File: src/rtl/extint_unit.sv
module extint_unit #(
  parameter int DW = 8,
  parameter int AW = 3,
  parameter int PCW = 8,
  parameter int SYNC = 2,
  parameter logic [DW-1:0] SRC_MASK = 8'h4F
) (
  input  logic          clk,
  input  logic          rst_n,
  input  logic [DW-1:0] ext_pin,
  input  logic [PCW-1:0] pc_pin,
  input  logic          global_ie,
  input  logic          reg_wr,
  input  logic [AW-1:0] reg_addr,
  input  logic [DW-1:0] reg_wdata,
  output logic [DW-1:0] reg_rdata,
  input  logic [DW-1:0] ack_ext,
  input  logic          ack_pc,
  output logic [DW-1:0] irq_ext,
  output logic          irq_pc
);
  localparam int HALF = DW / 2;
  localparam logic [AW-1:0] A_EN = 0, A_FLG = 1, A_SNA = 2, A_SNB = 3,
                            A_GEN = 4, A_GFLG = 5, A_GMSK = 6;

  function automatic logic [DW-1:0] fld_mask(input int base);
    logic [DW-1:0] m;
    m = '0;
    for (int j = 0; j < HALF; j++)
      if (SRC_MASK[base + j]) m[2*j +: 2] = 2'b11;
    return m;
  endfunction

  localparam logic [DW-1:0] SNA_MASK = fld_mask(0);
  localparam logic [DW-1:0] SNB_MASK = fld_mask(HALF);

  logic [DW-1:0]  ext_s [SYNC];
  logic [PCW-1:0] pc_s  [SYNC];
  logic [DW-1:0]  ext_prev, src_en, src_flg, sense_a, sense_b;
  logic [PCW-1:0] pc_prev, grp_mask;
  logic           grp_en, grp_flg;

  logic [DW-1:0]  ext_now, rise, fall, set_src, lvl_mask, clr_src;
  logic [PCW-1:0] pc_now;
  logic           pc_hit, clr_grp;

  assign ext_now = ext_s[SYNC-1];
  assign pc_now  = pc_s[SYNC-1];
  assign rise    = ext_now & ~ext_prev;
  assign fall    = ~ext_now & ext_prev;
  assign pc_hit  = |((pc_now ^ pc_prev) & grp_mask);

  for (genvar i = 0; i < DW; i++) begin : g_src
    logic [1:0] md;
    if (i < HALF) begin : g_a
      assign md = sense_a[2*i +: 2];
    end else begin : g_b
      assign md = sense_b[2*(i-HALF) +: 2];
    end
    assign lvl_mask[i] = SRC_MASK[i] & ~md[1];
    assign set_src[i]  = SRC_MASK[i] & md[1] & (md[0] ? rise[i] : fall[i]);
    assign irq_ext[i]  = src_en[i] & global_ie &
                         (lvl_mask[i] ? ~ext_now[i] : src_flg[i]);
  end

  assign clr_src = ack_ext | ((reg_wr && reg_addr == A_FLG) ? reg_wdata : '0);
  assign clr_grp = ack_pc | (reg_wr && reg_addr == A_GFLG && reg_wdata[0]);
  assign irq_pc  = grp_flg & grp_en & global_ie;

  always_ff @(posedge clk or negedge rst_n) begin
    if (!rst_n) begin
      for (int k = 0; k < SYNC; k++) begin
        ext_s[k] <= '0;
        pc_s[k]  <= '0;
      end
      ext_prev <= '0;
      pc_prev  <= '0;
      src_en   <= '0;
      src_flg  <= '0;
      sense_a  <= '0;
      sense_b  <= '0;
      grp_mask <= '0;
      grp_en   <= 1'b0;
      grp_flg  <= 1'b0;
    end else begin
      ext_s[0] <= ext_pin;
      pc_s[0]  <= pc_pin;
      for (int k = 1; k < SYNC; k++) begin
        ext_s[k] <= ext_s[k-1];
        pc_s[k]  <= pc_s[k-1];
      end
      ext_prev <= ext_now;
      pc_prev  <= pc_now;
      if (reg_wr) begin
        case (reg_addr)
          A_EN:   src_en   <= reg_wdata & SRC_MASK;
          A_SNA:  sense_a  <= reg_wdata & SNA_MASK;
          A_SNB:  sense_b  <= reg_wdata & SNB_MASK;
          A_GEN:  grp_en   <= reg_wdata[0];
          A_GMSK: grp_mask <= reg_wdata[PCW-1:0];
          default: ;
        endcase
      end
      src_flg <= ((src_flg & ~clr_src) | set_src) & ~lvl_mask & SRC_MASK;
      grp_flg <= (grp_flg & ~clr_grp) | pc_hit;
    end
  end

  always_comb begin
    reg_rdata = '0;
    case (reg_addr)
      A_EN:   reg_rdata = src_en;
      A_FLG:  reg_rdata = src_flg & ~lvl_mask;
      A_SNA:  reg_rdata = sense_a;
      A_SNB:  reg_rdata = sense_b;
      A_GEN:  reg_rdata[0] = grp_en;
      A_GFLG: reg_rdata[0] = grp_flg;
      A_GMSK: reg_rdata[PCW-1:0] = grp_mask;
      default: reg_rdata = '0;
    endcase
  end
endmodule


File: config.mk
export PLATFORM = sky130hd
export DESIGN_NAME = extint_unit
export DESIGN_NICKNAME = d
export VERILOG_FILES = /design/src/rtl/extint_unit.sv
export SDC_FILE = /design/constraint.sdc
export NUM_CORES = 1
export LEC_CHECK = 0
export CAP_MARGIN = 40
export CELL_PAD_IN_SITES_DETAIL_PLACEMENT = 0
export CELL_PAD_IN_SITES_GLOBAL_PLACEMENT = 1
export CORE_MARGIN = 3
export CORE_UTILIZATION = 44
export CTS_CLUSTER_DIAMETER = 150
export DETAILED_ROUTE_END_ITERATION = 8
export PLACE_DENSITY = 0.93
export SKIP_CTS_REPAIR_TIMING = 1
export SLEW_MARGIN = 20
export SYNTH_ARGS = -nofsm -noshare
export SYNTH_HDL_FRONTEND = slang
export SYNTH_SLANG_ARGS = --single-unit
File: constraint.sdc
create_clock -name clk -period 2.2 [get_ports clk]
set_input_delay 0.44 -clock clk [delete_from_list [all_inputs] [get_ports clk]]
set_output_delay 0.44 -clock clk [all_outputs]
set_load 0.05 [all_outputs]
* Word level (Yosys, flattened, before mapping)
Index checks and enable logic that the tools add are counted.
Storage, ports and cells: output and inout port bits 17, input port bits 40, logic and storage cells 86, register bits after elaboration 75
Operators by class: muxes and demuxes 13, bitwise gates (word level) 44, equal/unequal tests 6, reduce and logical (&&, ||, !) cells 10
Operator list (count):
- 7-bit one-hot mux with 5 select lines | 1
- 7-bit bitwise AND | 4
- 7-bit NOT | 3
- 1-bit bitwise AND | 18
- 7-bit OR | 2
- 1-bit NOT | 11
- 1-bit two-way mux | 10
- 2-bit AND reduction | 5
- 3-bit == test (second input constant) | 3
- 7-bit by 8-bit bitwise AND with 8-bit output | 1
- 8-bit bitwise AND | 1
- 7-bit NOT with 8-bit output | 1
- 8-bit OR reduction | 1
- 8-bit XOR | 1
- 7-bit two-way mux | 1
- 3-bit by 2-bit == test with 1-bit output (second input constant) | 2
- 1-bit one-hot mux with 6 select lines | 1
- 3-bit by 1-bit == test with 1-bit output (second input constant) | 1
- 1-bit logical AND | 3
- 3-bit zero test | 1
- 1-bit OR | 2

* Depth between registers and ports, before layout
Gate-level depths: netlist (run 1).
depth in word-level cells 8, gate-level depth with buffers 6, gate-level depth less buffers 4

* Worst setup path after synthesis (run 1)
No wires, ideal clock.
kind in2out, from input reg_addr[2], to output reg_rdata[7], stages 4, setup slack -0.254 ns, data required time 1.760 ns, path buffers 2, data arrival time 2.014 ns, cells stage by stage buf_4 buf_4 mux2i_1 nor3b_1
Between the ends: cells in the longest elaborated chain, start to end 2, elaborated cells between the ends (all ways) 6, classes of those cells 4 x eq/ne; 1 x mux; 1 x reduce/logical
Ends and longest elaborated chain:
- from (decl) | line 14 | input logic [AW-1:0] reg_addr,
- 3-bit == test (tied with other cells) | line 111 | case (reg_addr)
- 7-bit one-hot mux with 5 select lines (*) | line 111
- to (decl) | line 16 | output logic [DW-1:0] reg_rdata,
Every way passes the cells marked *; elsewhere a longest branch is shown, timed or not.

* Worst setup path after layout (run 1)
from input reg_addr[0], to output reg_rdata[1]
Same word-level chain as after synthesis.

==> results of run 1 <==
==> cells in the mapped netlist <==
| library cell | instances |
|---|---|
| sky130_fd_sc_hd__buf_2 | 1 |
| sky130_fd_sc_hd__mux2_4 | 9 |
| sky130_fd_sc_hd__inv_1 | 3 |
| sky130_fd_sc_hd__mux2i_1 | 7 |
| sky130_fd_sc_hd__conb_1 | 1 |
| sky130_fd_sc_hd__a22oi_1 | 2 |
| sky130_fd_sc_hd__buf_4 | 6 |
| sky130_fd_sc_hd__and3b_1 | 1 |
| sky130_fd_sc_hd__o311ai_0 | 1 |
| sky130_fd_sc_hd__nand4_1 | 5 |
| sky130_fd_sc_hd__mux4_2 | 1 |
| sky130_fd_sc_hd__nand4b_1 | 1 |
| sky130_fd_sc_hd__o21ai_0 | 19 |
| sky130_fd_sc_hd__nor2b_4 | 1 |
| sky130_fd_sc_hd__o31ai_1 | 1 |
| sky130_fd_sc_hd__o21ai_1 | 1 |
| sky130_fd_sc_hd__a221oi_1 | 1 |
| sky130_fd_sc_hd__a31oi_1 | 4 |
| sky130_fd_sc_hd__nor2_1 | 10 |
| sky130_fd_sc_hd__nor3_2 | 1 |
| sky130_fd_sc_hd__nand2b_1 | 5 |
| sky130_fd_sc_hd__dfrtp_1 | 69 |
| sky130_fd_sc_hd__nand3b_1 | 3 |
| sky130_fd_sc_hd__clkbuf_1 | 1 |
| sky130_fd_sc_hd__xor2_1 | 8 |
| sky130_fd_sc_hd__a21oi_1 | 5 |
| sky130_fd_sc_hd__mux2_2 | 13 |
| sky130_fd_sc_hd__o21a_1 | 5 |
| sky130_fd_sc_hd__buf_6 | 3 |
| sky130_fd_sc_hd__nor3b_1 | 1 |
| sky130_fd_sc_hd__nand3_2 | 1 |
| sky130_fd_sc_hd__and2_1 | 3 |
| sky130_fd_sc_hd__a22o_1 | 1 |
| sky130_fd_sc_hd__nand2_1 | 20 |
| sky130_fd_sc_hd__and3_1 | 6 |
==> per-stage QoR <==
step	cells	cell area (sq um)	hold WS, ns	worst slack, ns	TNS (ns)
6_report	367	3780	0.123	0.0642	0
5_1_grt	367	3780	0.153	0.0148	0
4_1_cts	367	3770	0.130	-0.137	-0.674
3_5_place_dp	352	3590	0.335	-0.120	-0.620
3_3_place_gp	352	3590	0.332	-0.132	-0.629
2_1_floorplan	222	2840	0.144	0.101	0
==> worst reg2reg max path: stages, from the launching register on <==
cell                       delay (ns)
sky130_fd_sc_hd__dfrtp_1         0.39
sky130_fd_sc_hd__xor2_1          0.14
sky130_fd_sc_hd__a22o_1          0.25
sky130_fd_sc_hd__a221oi_1        0.28
sky130_fd_sc_hd__nand4_1         0.13
==> final cells by class <==
class / instances / area [sq um] / area share [%]
inverter: 3 / 11.3 / 0.298
multi-input combinational: 139 / 1010 / 26.8
clock inverter: 1 / 5.00 / 0.132
sequential: 69 / 1730 / 45.7
timing repair buffer: 66 / 757 / 20.0
clock buffer: 14 / 173 / 4.57
tap: 75 / 93.8 / 2.48
==> state kept, by name (all words and copies together) (netlist names), 5 cells and up <==
signal,flops
ext_now,5
src_flg,5
pc_prev,8
grp_mask,8
sense_a,8
pc_now,8
ext_prev,5
pc_s,8
ext_s,5
src_en,5
==> metal layers <==
layer  routed length [um]  vias up  global-route usage (%)
met5                    0        -                       0
met4                  132        0                    8.06
met3                  288       16                    3.84
met2                 2750       56                    26.7
met1                 2490      909                    22.0
li1                     -      900                       -
==> final timing paths <==
check / from / slack, ns / depth (start not counted) / to
max in group asynchronous: rst_n / 1.79 / 2 / ext_s[8]
min in group clk: ext_s[14] / 0.35 / 0 / ext_now[6]
min reg2reg: ext_s[14] / 0.35 / 0 / ext_now[6]
max: reg_addr[0] / 0.06 / 5 / reg_rdata[1]
min: rst_n / 0.12 / 2 / ext_prev[6]
max reg2reg: pc_now[2] / 0.86 / 4 / grp_flg
==> cells by family after synthesis <==
group | after synthesis | share of synthesized area, %
AO/OA/AOI/OAI | 40 | 8.38
multiplexers | 30 | 13.3
buffers and inverters | 14 | 3.50
other | 1 | 0.133
flip-flops | 69 | 61.2
XOR/XNOR | 8 | 2.48
AND/OR/NAND/NOR | 58 | 11.1
==> power by group <==
group / switching [uW] / total [uW] / internal (uW)
Clock: 421 / 916 / 495
Sequential: 139 / 1560 / 1420
Combinational: 298 / 646 / 348
==> summary by stage, run 1 <==
CTS
The tree built by TritonCTS fans out to 69 sinks. Clock tree synthesis inserted a total of 9 buffers. The clock slew seen by the registers of the worst setup and hold paths is 0.07 ns. The clock latency of the later-clocked register in the worst-skew pair is between 0.3 and 0.4 ns. In this run the deepest clock path goes through 2 buffers.

The CTS tree is done. The buffer cell driving the clock tree root is sky130_fd_sc_hd__clkbuf_8. The H-tree generated during clock tree synthesis spans 3 levels.

Yosys
Sorting the synthesized cells by area gives the leading types as sky130_fd_sc_hd__dfrtp_1 61%, sky130_fd_sc_hd__mux2_2 5.2%, sky130_fd_sc_hd__mux2_4 4.8%. Synthesis produced 220 cells. The share of the synthesized area in the top cell type is 61.2%.

The synthesized netlist contains 35 unique library cells. The area of the mapped netlist is 0.00282 sq mm. The synthesized design contains ~70 register bits.

The Yosys step of the flow raised 0 warnings. The mean cell area of the mapped netlist is 12.8 sq um. sky130_fd_sc_hd__dfrtp_1 takes more of the synthesized area than any other cell. After synthesis, flip-flops and latches occupy 61.2% of the total area.

Final layout
Fill cells in the final layout number just under 500. The post-route netlist has 25.7% of its cells at a drive strength greater than 1. The number of antenna diodes is 0. From synthesis to final layout, the design area changed by 33.9%. The final core utilization is 62.4%. Leaving out fill and tap cells, the most frequent cell in the layout is sky130_fd_sc_hd__dfrtp_1.

The final net count is 328. The top cell types in the final layout, fill and taps aside, are 69 x sky130_fd_sc_hd__dfrtp_1, 30 x sky130_fd_sc_hd__clkdlybuf4s50_1, 20 x sky130_fd_sc_hd__nand2_1, 18 x sky130_fd_sc_hd__buf_4, 15 x sky130_fd_sc_hd__o21ai_0.

Die
The height of the die is 86.1 um. From left edge to right edge, the die measures roughly 86 um. Once the floorplan was initialized, standard cells occupied between 40% and 50% of the core. The I/O pin count is 57. The core footprint is 0.00606 sq mm. The die footprint is 0.00741 sq mm. In this run the core area contains 28 standard-cell rows.

Global routing
The first global-routing pass estimated 9530 um of wire. The via count of the first global-routing pass is ~2,000. The pin count of the biggest net entering global routing is 70. For this run, the total global-route usage over all layers was measured as 16.9%.

The total overflow left after global routing is 0. The number of antenna violations at the first check in global routing is 0.

Routing
In the routed design, unresolved DRC markers number 0. Summing over every cut layer, the via total after detailed routing is 1,881. The detailed-route wire length per cell is 15.4 um.

The detail-routed via count per cell is 5.13. The violation count after the first detailed-route iteration is 74. The routed design has 5660 um of wire. The detail route stage leaves a number of antenna-violating nets equal to 0.

The detailed-router iteration count before antenna repair is 4.

Timing
Clock skew on the completed layout was measured at 0.00620 ns. The number of hold violations in the final report came to 0. The final max-slew violation count was 0. The shortest period the worst path allows is roughly 2.1 ns. The maximum frequency from static timing analysis is 0.468 GHz. Setup repair after global routing left no endpoint under its margin. The final number of setup-violating endpoints is 0.

The fraction of the cycle the final worst path needs is 97.1%.

Placed design
Detailed placement ended at an HPWL of 4140 um. During placement, the flow inserted port buffers numbering 47. The routability congestion estimate from global placement is 0.842.

Worst setup path
The classification of the worst setup path is in -> out. The signal on the critical path passes through clkdlybuf4s50_1 > buf_4 > nand4_1 > o21ai_1 > buf_12. Of all nets on the critical path, the largest fanout is 7.

The combined buffer and inverter count along the critical path is 3. The worst setup path is launched from a primary input. For this run, the slowest stage of the critical path takes 0.58 ns. Data on the critical path arrives at its endpoint at between 1.5 and 2 ns. The cell family contributing the most delay on the critical path is buffers and inverters. The type of destination of the critical path is an output port. At the worst endpoint, the required time is 1.76 ns. The slowest cell on the critical path is sky130_fd_sc_hd__clkdlybuf4s50_1.

Status
The run finished with clean final reports.

Min path
The worst hold path class is in -> async.

Power and ir drop
In this run the power density over the cells is 825 mW/mm^2. The highest ir drop seen on vdd is ~540 uV. The leakage power of the design is roughly 0.0017 uW.

Power comes to just over 3000 uW.

Job
The tool flagged a number of max-cap violations equal to 0.
Note: power is estimated with default switching activity, not from simulation.
==> run 2: changes to the inputs <==
RECOVER_POWER = 50   (was default)
==> summary by stage, run 2 (synthesis results as in run 1) <==
Worst setup path
Traced cell by cell, the critical path runs through clkdlybuf4s50_1 > buf_4 > nand4_1 > o21ai_1 > buf_12. The cell depth of the worst flop-to-flop path is 4. The worst setup path is captured at an output port. Among cell families on the critical path, the largest total delay comes from buffers and inverters. The classification of the worst setup path is in -> out. The slowest cell on the critical path is sky130_fd_sc_hd__clkdlybuf4s50_1. STA puts the critical path data required time at 1.76 ns. The number of buffers and inverters on the critical path is 3.

The biggest fanout along the worst timing path is 7. The worst register-to-register path begins at pc_now[2]. The endpoint identified for the worst register-to-register timing path is grp_flg.

The worst stage delay on the critical path is approximately 0.58 ns. The category of the worst setup path launch point is a primary input. The data arrival time of the critical path is between 1.5 and 2 ns. For flop-to-flop paths, the worst setup slack is 0.86 ns.

Global routing
The pin count of the biggest net entering global routing is 70. The via count of the first global-routing pass came to 2,023. The first global-routing pass estimated 9530 um of wire.

The residual overflow from global routing is 0. The overall fraction of global-route tracks in use is 16.9%. The number of antenna violations at the first check in global routing was 0.

Timing
Final hold analysis gives a worst-case slack of 0.348 ns. The final number of setup-violating endpoints is 0. The fraction of the cycle the final worst path needs is 97.1%. The maximum frequency from static timing analysis is 0.468 GHz. The number of hold violations in the final report came to 0. Across the routed clock network, the largest skew measured is 0.00620 ns. At the pin with the least slew margin, the transition time is 1.66 ns.

The final max-slew violation count is 70. Setup repair after global routing left no endpoint under its margin. The shortest period the worst path allows is 2.14 ns. The headroom to the max-slew limit is -10.4%.

Placed design
After legalization and detailed placement, the total HPWL measured 4140 um. The congestion estimate from routability-driven global placement came to about 0.84. The quantity of I/O buffers inserted on ports is 47. The count of placed standard cells including taps is 352.

Routing
The first routing iteration left 74 violations. The detailed router placed approximately 1,900 vias in this run. After detailed routing, the number of vias per cell comes to 5.12.

The detailed-router iteration count before antenna repair is 4. For this run, design rule violations remaining after detail routing come to 0. Wires add up to 5670 um.

Dividing the detail-routed wire length by the instance count gives 15.4 um. Once detail routing completed, the nets flagged for antenna violations numbered 0.

Final layout
Leaving out fill and tap cells, the most frequent cells in the layout are 69 x sky130_fd_sc_hd__dfrtp_1, 30 x sky130_fd_sc_hd__clkdlybuf4s50_1, 20 x sky130_fd_sc_hd__nand2_1, 18 x sky130_fd_sc_hd__buf_4, 15 x sky130_fd_sc_hd__o21ai_0. Leaving out fill and tap cells, the most frequent cell in the layout is sky130_fd_sc_hd__dfrtp_1. The layout has 489 filler cells.

The sequential cell area is 0.00173 sq mm. The final net count is 328. Excluding fillers, the count of instances in the completed layout stands at between 300 and 400. Relative to the synthesized area, the layout overhead comes to 33.4%. Of the cells placed in the final design, the portion with a size suffix greater than 1 is roughly a quarter. The number of antenna diodes is 0. In the final layout, the multi-input gates occupy 0.00101 sq mm.

Min path
The worst hold path class is reg -> reg. The instance count along the most critical hold path is 0. The hold path endpoint is ext_now[6].

The worst hold path begins at ext_s[14].

Die
For this design the top-level I/O count stands at 57. The die is 86.1 um wide. From bottom edge to top edge, the die measures 86.1 um. The region available for standard cell placement spans 0.00606 sq mm.

The starting density of the core is 46.6%. The die covers ~0.0074 sq mm. After floorplanning, the core was divided into 28 placement rows.

Status
The checks that failed: max-capacitance violations, max-slew violations. The flow ran to the end, but the final reports show violations.

Power and ir drop
Power comes to between 3000 and 4000 uW. The leakage power of the design is 0.00170 uW. IR analysis of the VDD net gives a maximum drop of 536 uV.

The total power divided by cell area is 827 mW/mm^2.

CTS
The clock latency of the later-clocked register in the worst-skew pair is 0.33 ns. The clock tree synthesis step divided the H-tree into 3 levels. The largest buffer count on any clock path is 2. The clock net in this run drives a total of 69 sinks. In this run the clock root is driven by a sky130_fd_sc_hd__clkbuf_8.

The number of buffers created by CTS is 9. The clock slew seen by the registers of the worst setup and hold paths is 0.07 ns. The CTS tree is done.

Job
The tool flagged a number of max-cap violations equal to 1.
[run 2: per-layer routing]
metal	track usage, %	up-vias	part of all wire (%)
met5	0	-	0
met4	8.06	0	2.3
met3	3.84	16	5.0
met2	26.7	55	49
met1	22.0	907	44
li1	-	900	-
[run 2: per-stage QoR]
stage	setup WS, ns	area, sq um	util (%)	TNS (ns)
6_report	0.0638	3760	62.1	0
5_1_grt	0.0148	3760	62.1	0
4_1_cts	-0.137	3770	62.2	-0.674
3_5_place_dp	-0.120	3590	59.2	-0.620
3_3_place_gp	-0.132	3590	59.2	-0.629
2_1_floorplan	0.101	2840	-	0
[run 2: cell type report]
| cell class | instances | share of cell area [%] |
|---|---|---|
| clock buffer | 14 | 4.59 |
| multi-input combinational | 139 | 26.9 |
| tap | 75 | 2.49 |
| clock inverter | 1 | 0.133 |
| sequential | 69 | 45.9 |
| inverter | 3 | 0.299 |
| timing repair buffer | 66 | 19.7 |
[run 2: worst max-delay path by stage]
stage | start | end | slack, ns | depth (start not counted)
6_report | reg_addr[0] | reg_rdata[1] | 0.06 | 5
5_1_grt | reg_addr[0] | reg_rdata[4] | 0.01 | 5
4_1_cts | reg_addr[1] | reg_rdata[6] | -0.14 | 7
3_5_place_dp | reg_addr[1] | reg_rdata[6] | -0.12 | 7
3_3_place_gp | reg_addr[1] | reg_rdata[6] | -0.13 | 7
2_1_floorplan | reg_addr[1] | reg_rdata[0] | 0.10 | 4
[run 2: report_power, final]
part	switching [uW]	internal, uW
logic	297	345
registers	140	1420
clock network	421	495
==> run 3: changes to the inputs <==
CORE_MARGIN = default   (was 3)
PLACE_DENSITY = default   (was 0.93)
PLACE_DENSITY_LB_ADDON = 0.1   (was default)
==> summary by stage, run 3 (synthesis results as in run 1) <==
Timing
The number of hold violations in the final report is 0. The headroom to the max-slew limit is 29.8%. The final max-slew violation count was 0. Static timing analysis puts the maximum clock frequency at between 0.5 and 0.6 GHz. Setup repair after global routing left no endpoint under its margin.

The final clock skew is ~0.0045 ns. The actual slew at the worst max-slew pin is 1.05 ns. After layout, the minimum clock period comes to 1.99 ns. The final number of setup-violating endpoints is 0. The final critical path takes up between 90% and 100% of the cycle.

Die
The total number of placement rows is 28. The starting density of the core is about 47%. Measured along the x axis, the die boundary spans roughly 82 um.

In this run the count of I/O pins placed on the die edge is 57. The height of the die is 82.1 um. The die covers roughly 0.0067 sq mm.

The core footprint is between 0.006 and 0.007 sq mm.

Final layout
The final layout contains around 330 nets. The library cell used most frequently in the layout, excluding fill and tap cells, is sky130_fd_sc_hd__dfrtp_1. The area growth from synthesis to layout is 35.7%.

The count of filler cells inserted in the layout is 498. The final cell count without fillers is 369. In the final layout, the share of cells above drive strength 1 is 26.2%. 0 antenna diodes ended up in the layout. Leaving out fill and tap cells, the most frequent cells in the layout are 69 x sky130_fd_sc_hd__dfrtp_1, 20 x sky130_fd_sc_hd__nand2_1, 18 x sky130_fd_sc_hd__buf_4, 16 x sky130_fd_sc_hd__clkdlybuf4s50_1, 15 x sky130_fd_sc_hd__o21ai_0.

CTS
The clock passes through at most 2 buffers. After clock tree synthesis, the clock-pin slew on the worst setup and hold paths is 0.07 ns. The number of buffers created by CTS is 9. For this design, the sink count on the clock tree is 69.

The buffer cell driving the clock tree root is sky130_fd_sc_hd__clkbuf_8. The H-tree depth is 3. The CTS tree is done. The clock latency of the later-clocked register in the worst-skew pair is 0.33 ns.

Global routing
The number of antenna violations at the first check in global routing is 0. The pin count of the biggest net entering global routing is 52. The overall fraction of global-route tracks in use is 19.2%.

The via count of the first global-routing pass was 1,804. For this run the aggregate overflow at the end of global routing stands at 0. The first-pass GRT wire length is 9130 um.

Routing
Dividing the detail-routed wire length by the instance count gives around 16 um. The violation count after the first detailed-route iteration is 41. Detailed routing inserted a total of 1,841 vias. After detailed routing, the number of remaining DRC violations is 0. Dividing the detail-routed via count by the number of cells gives 4.99. The total length of routed wires is 5860 um. The final antenna-violating net count is 0. For this run, the detailed router's first-pass iteration total came to 4.

Placed design
Input and output buffers added on the ports amount to 47. The count of placed standard cells including taps is roughly 350. The wire-length estimate of the detail-placed layout is 4140 um. The routability congestion estimate from global placement is ~0.8.

Worst setup path
The category of the worst setup path launch point is a primary input. For the worst setup path, the data required time is approximately 1.8 ns. The worst stage delay on the critical path is approximately 0.18 ns. The combined buffer and inverter count along the critical path is 5. The setup path with the least slack is of type in -> out.

The signal on the critical path passes through dlymetal6s2s_1 > buf_12 > buf_4 > nor2_1 > buf_4 > nand4_1 > o21ai_1 > buf_12. The type of destination of the critical path is an output port. Along the worst path, the maximum fanout reaches 10.

The slowest cell on the critical path is sky130_fd_sc_hd__buf_12. Broken down by cell family, the worst path's largest delay share belongs to buffers and inverters. The data arrival time of the critical path is 1.55 ns. Counting buffers and inverters, the worst setup path is 8 cells deep. The cell depth of the worst flop-to-flop path is 4.

Job
The tool flagged a number of max-cap violations equal to 0.

Power and ir drop
The total power divided by cell area is a little under 900 mW/mm^2. The leakage power of the design is 0.00173 uW. The highest ir drop seen on vdd is approximately 520 uV. After layout, the design draws a total of around 3300 uW.

Min path
The min-delay analysis places its worst path in the category in -> async.

Status
The run finished with clean final reports.
[run 3: where the power goes]
group,switching [uW],total [uW],internal [uW]
logic,299,643,345
registers,140,1560,1420
clock network,474,1140,667
total,912,3340,2430
[run 3: cell type report]
class	instances	area, sq um	share of cell area (%)
clock buffer	10	138	3.59
clock inverter	6	86.3	2.25
inverter	3	11.3	0.294
multi-input combinational	139	1010	26.4
sequential	69	1730	45.1
tap	75	93.8	2.45
timing repair buffer	67	766	20.0
[run 3: worst register-to-register path: cells and delay by family (launching register included)]
kind | cells | cell delay (ns)
AO/OA/AOI/OAI | 2 | 0.49
XOR/XNOR | 1 | 0.15
flip-flops | 1 | 0.37
AND/OR/NAND/NOR | 1 | 0.14
[run 3: worst paths after layout]
kind / start / endpoint / slack [ns]
max: reg_addr[1] / reg_rdata[2] / 0.21
min: rst_n / ext_prev[0] / 0.27
max reg2reg: pc_prev[2] / grp_flg / 0.90
min reg2reg: pc_s[9] / pc_now[1] / 0.34
max in group asynchronous: rst_n / pc_now[3] / 0.60
min in group clk: pc_s[9] / pc_now[1] / 0.34
[run 3: routing by layer]
layer | vias to the layer above | wire (um) | GRT usage [%]
met3 | 9 | 237 | 3.52
met2 | 51 | 2680 | 29.3
met1 | 879 | 2850 | 26.6
met5 | - | 0 | 0
li1 | 902 | - | -
met4 | 0 | 89 | 8.95
[run 3: per-stage QoR]
| step | area, sq um | worst slack, ns | TNS, ns | utilization (%) | hold WS, ns |
|---|---|---|---|---|---|
| 2_1_floorplan | 2840 | 0.101 | 0 | - | 0.144 |
| 3_3_place_gp | 3590 | -0.137 | -0.511 | 59.3 | 0.331 |
| 3_5_place_dp | 3590 | -0.155 | -0.472 | 59.3 | 0.335 |
| 4_1_cts | 3820 | -0.155 | -0.550 | 63.0 | 0.0572 |
| 5_1_grt | 3830 | 0.146 | 0 | 63.2 | 0.351 |
| 6_report | 3830 | 0.215 | 0 | 63.2 | 0.267 |
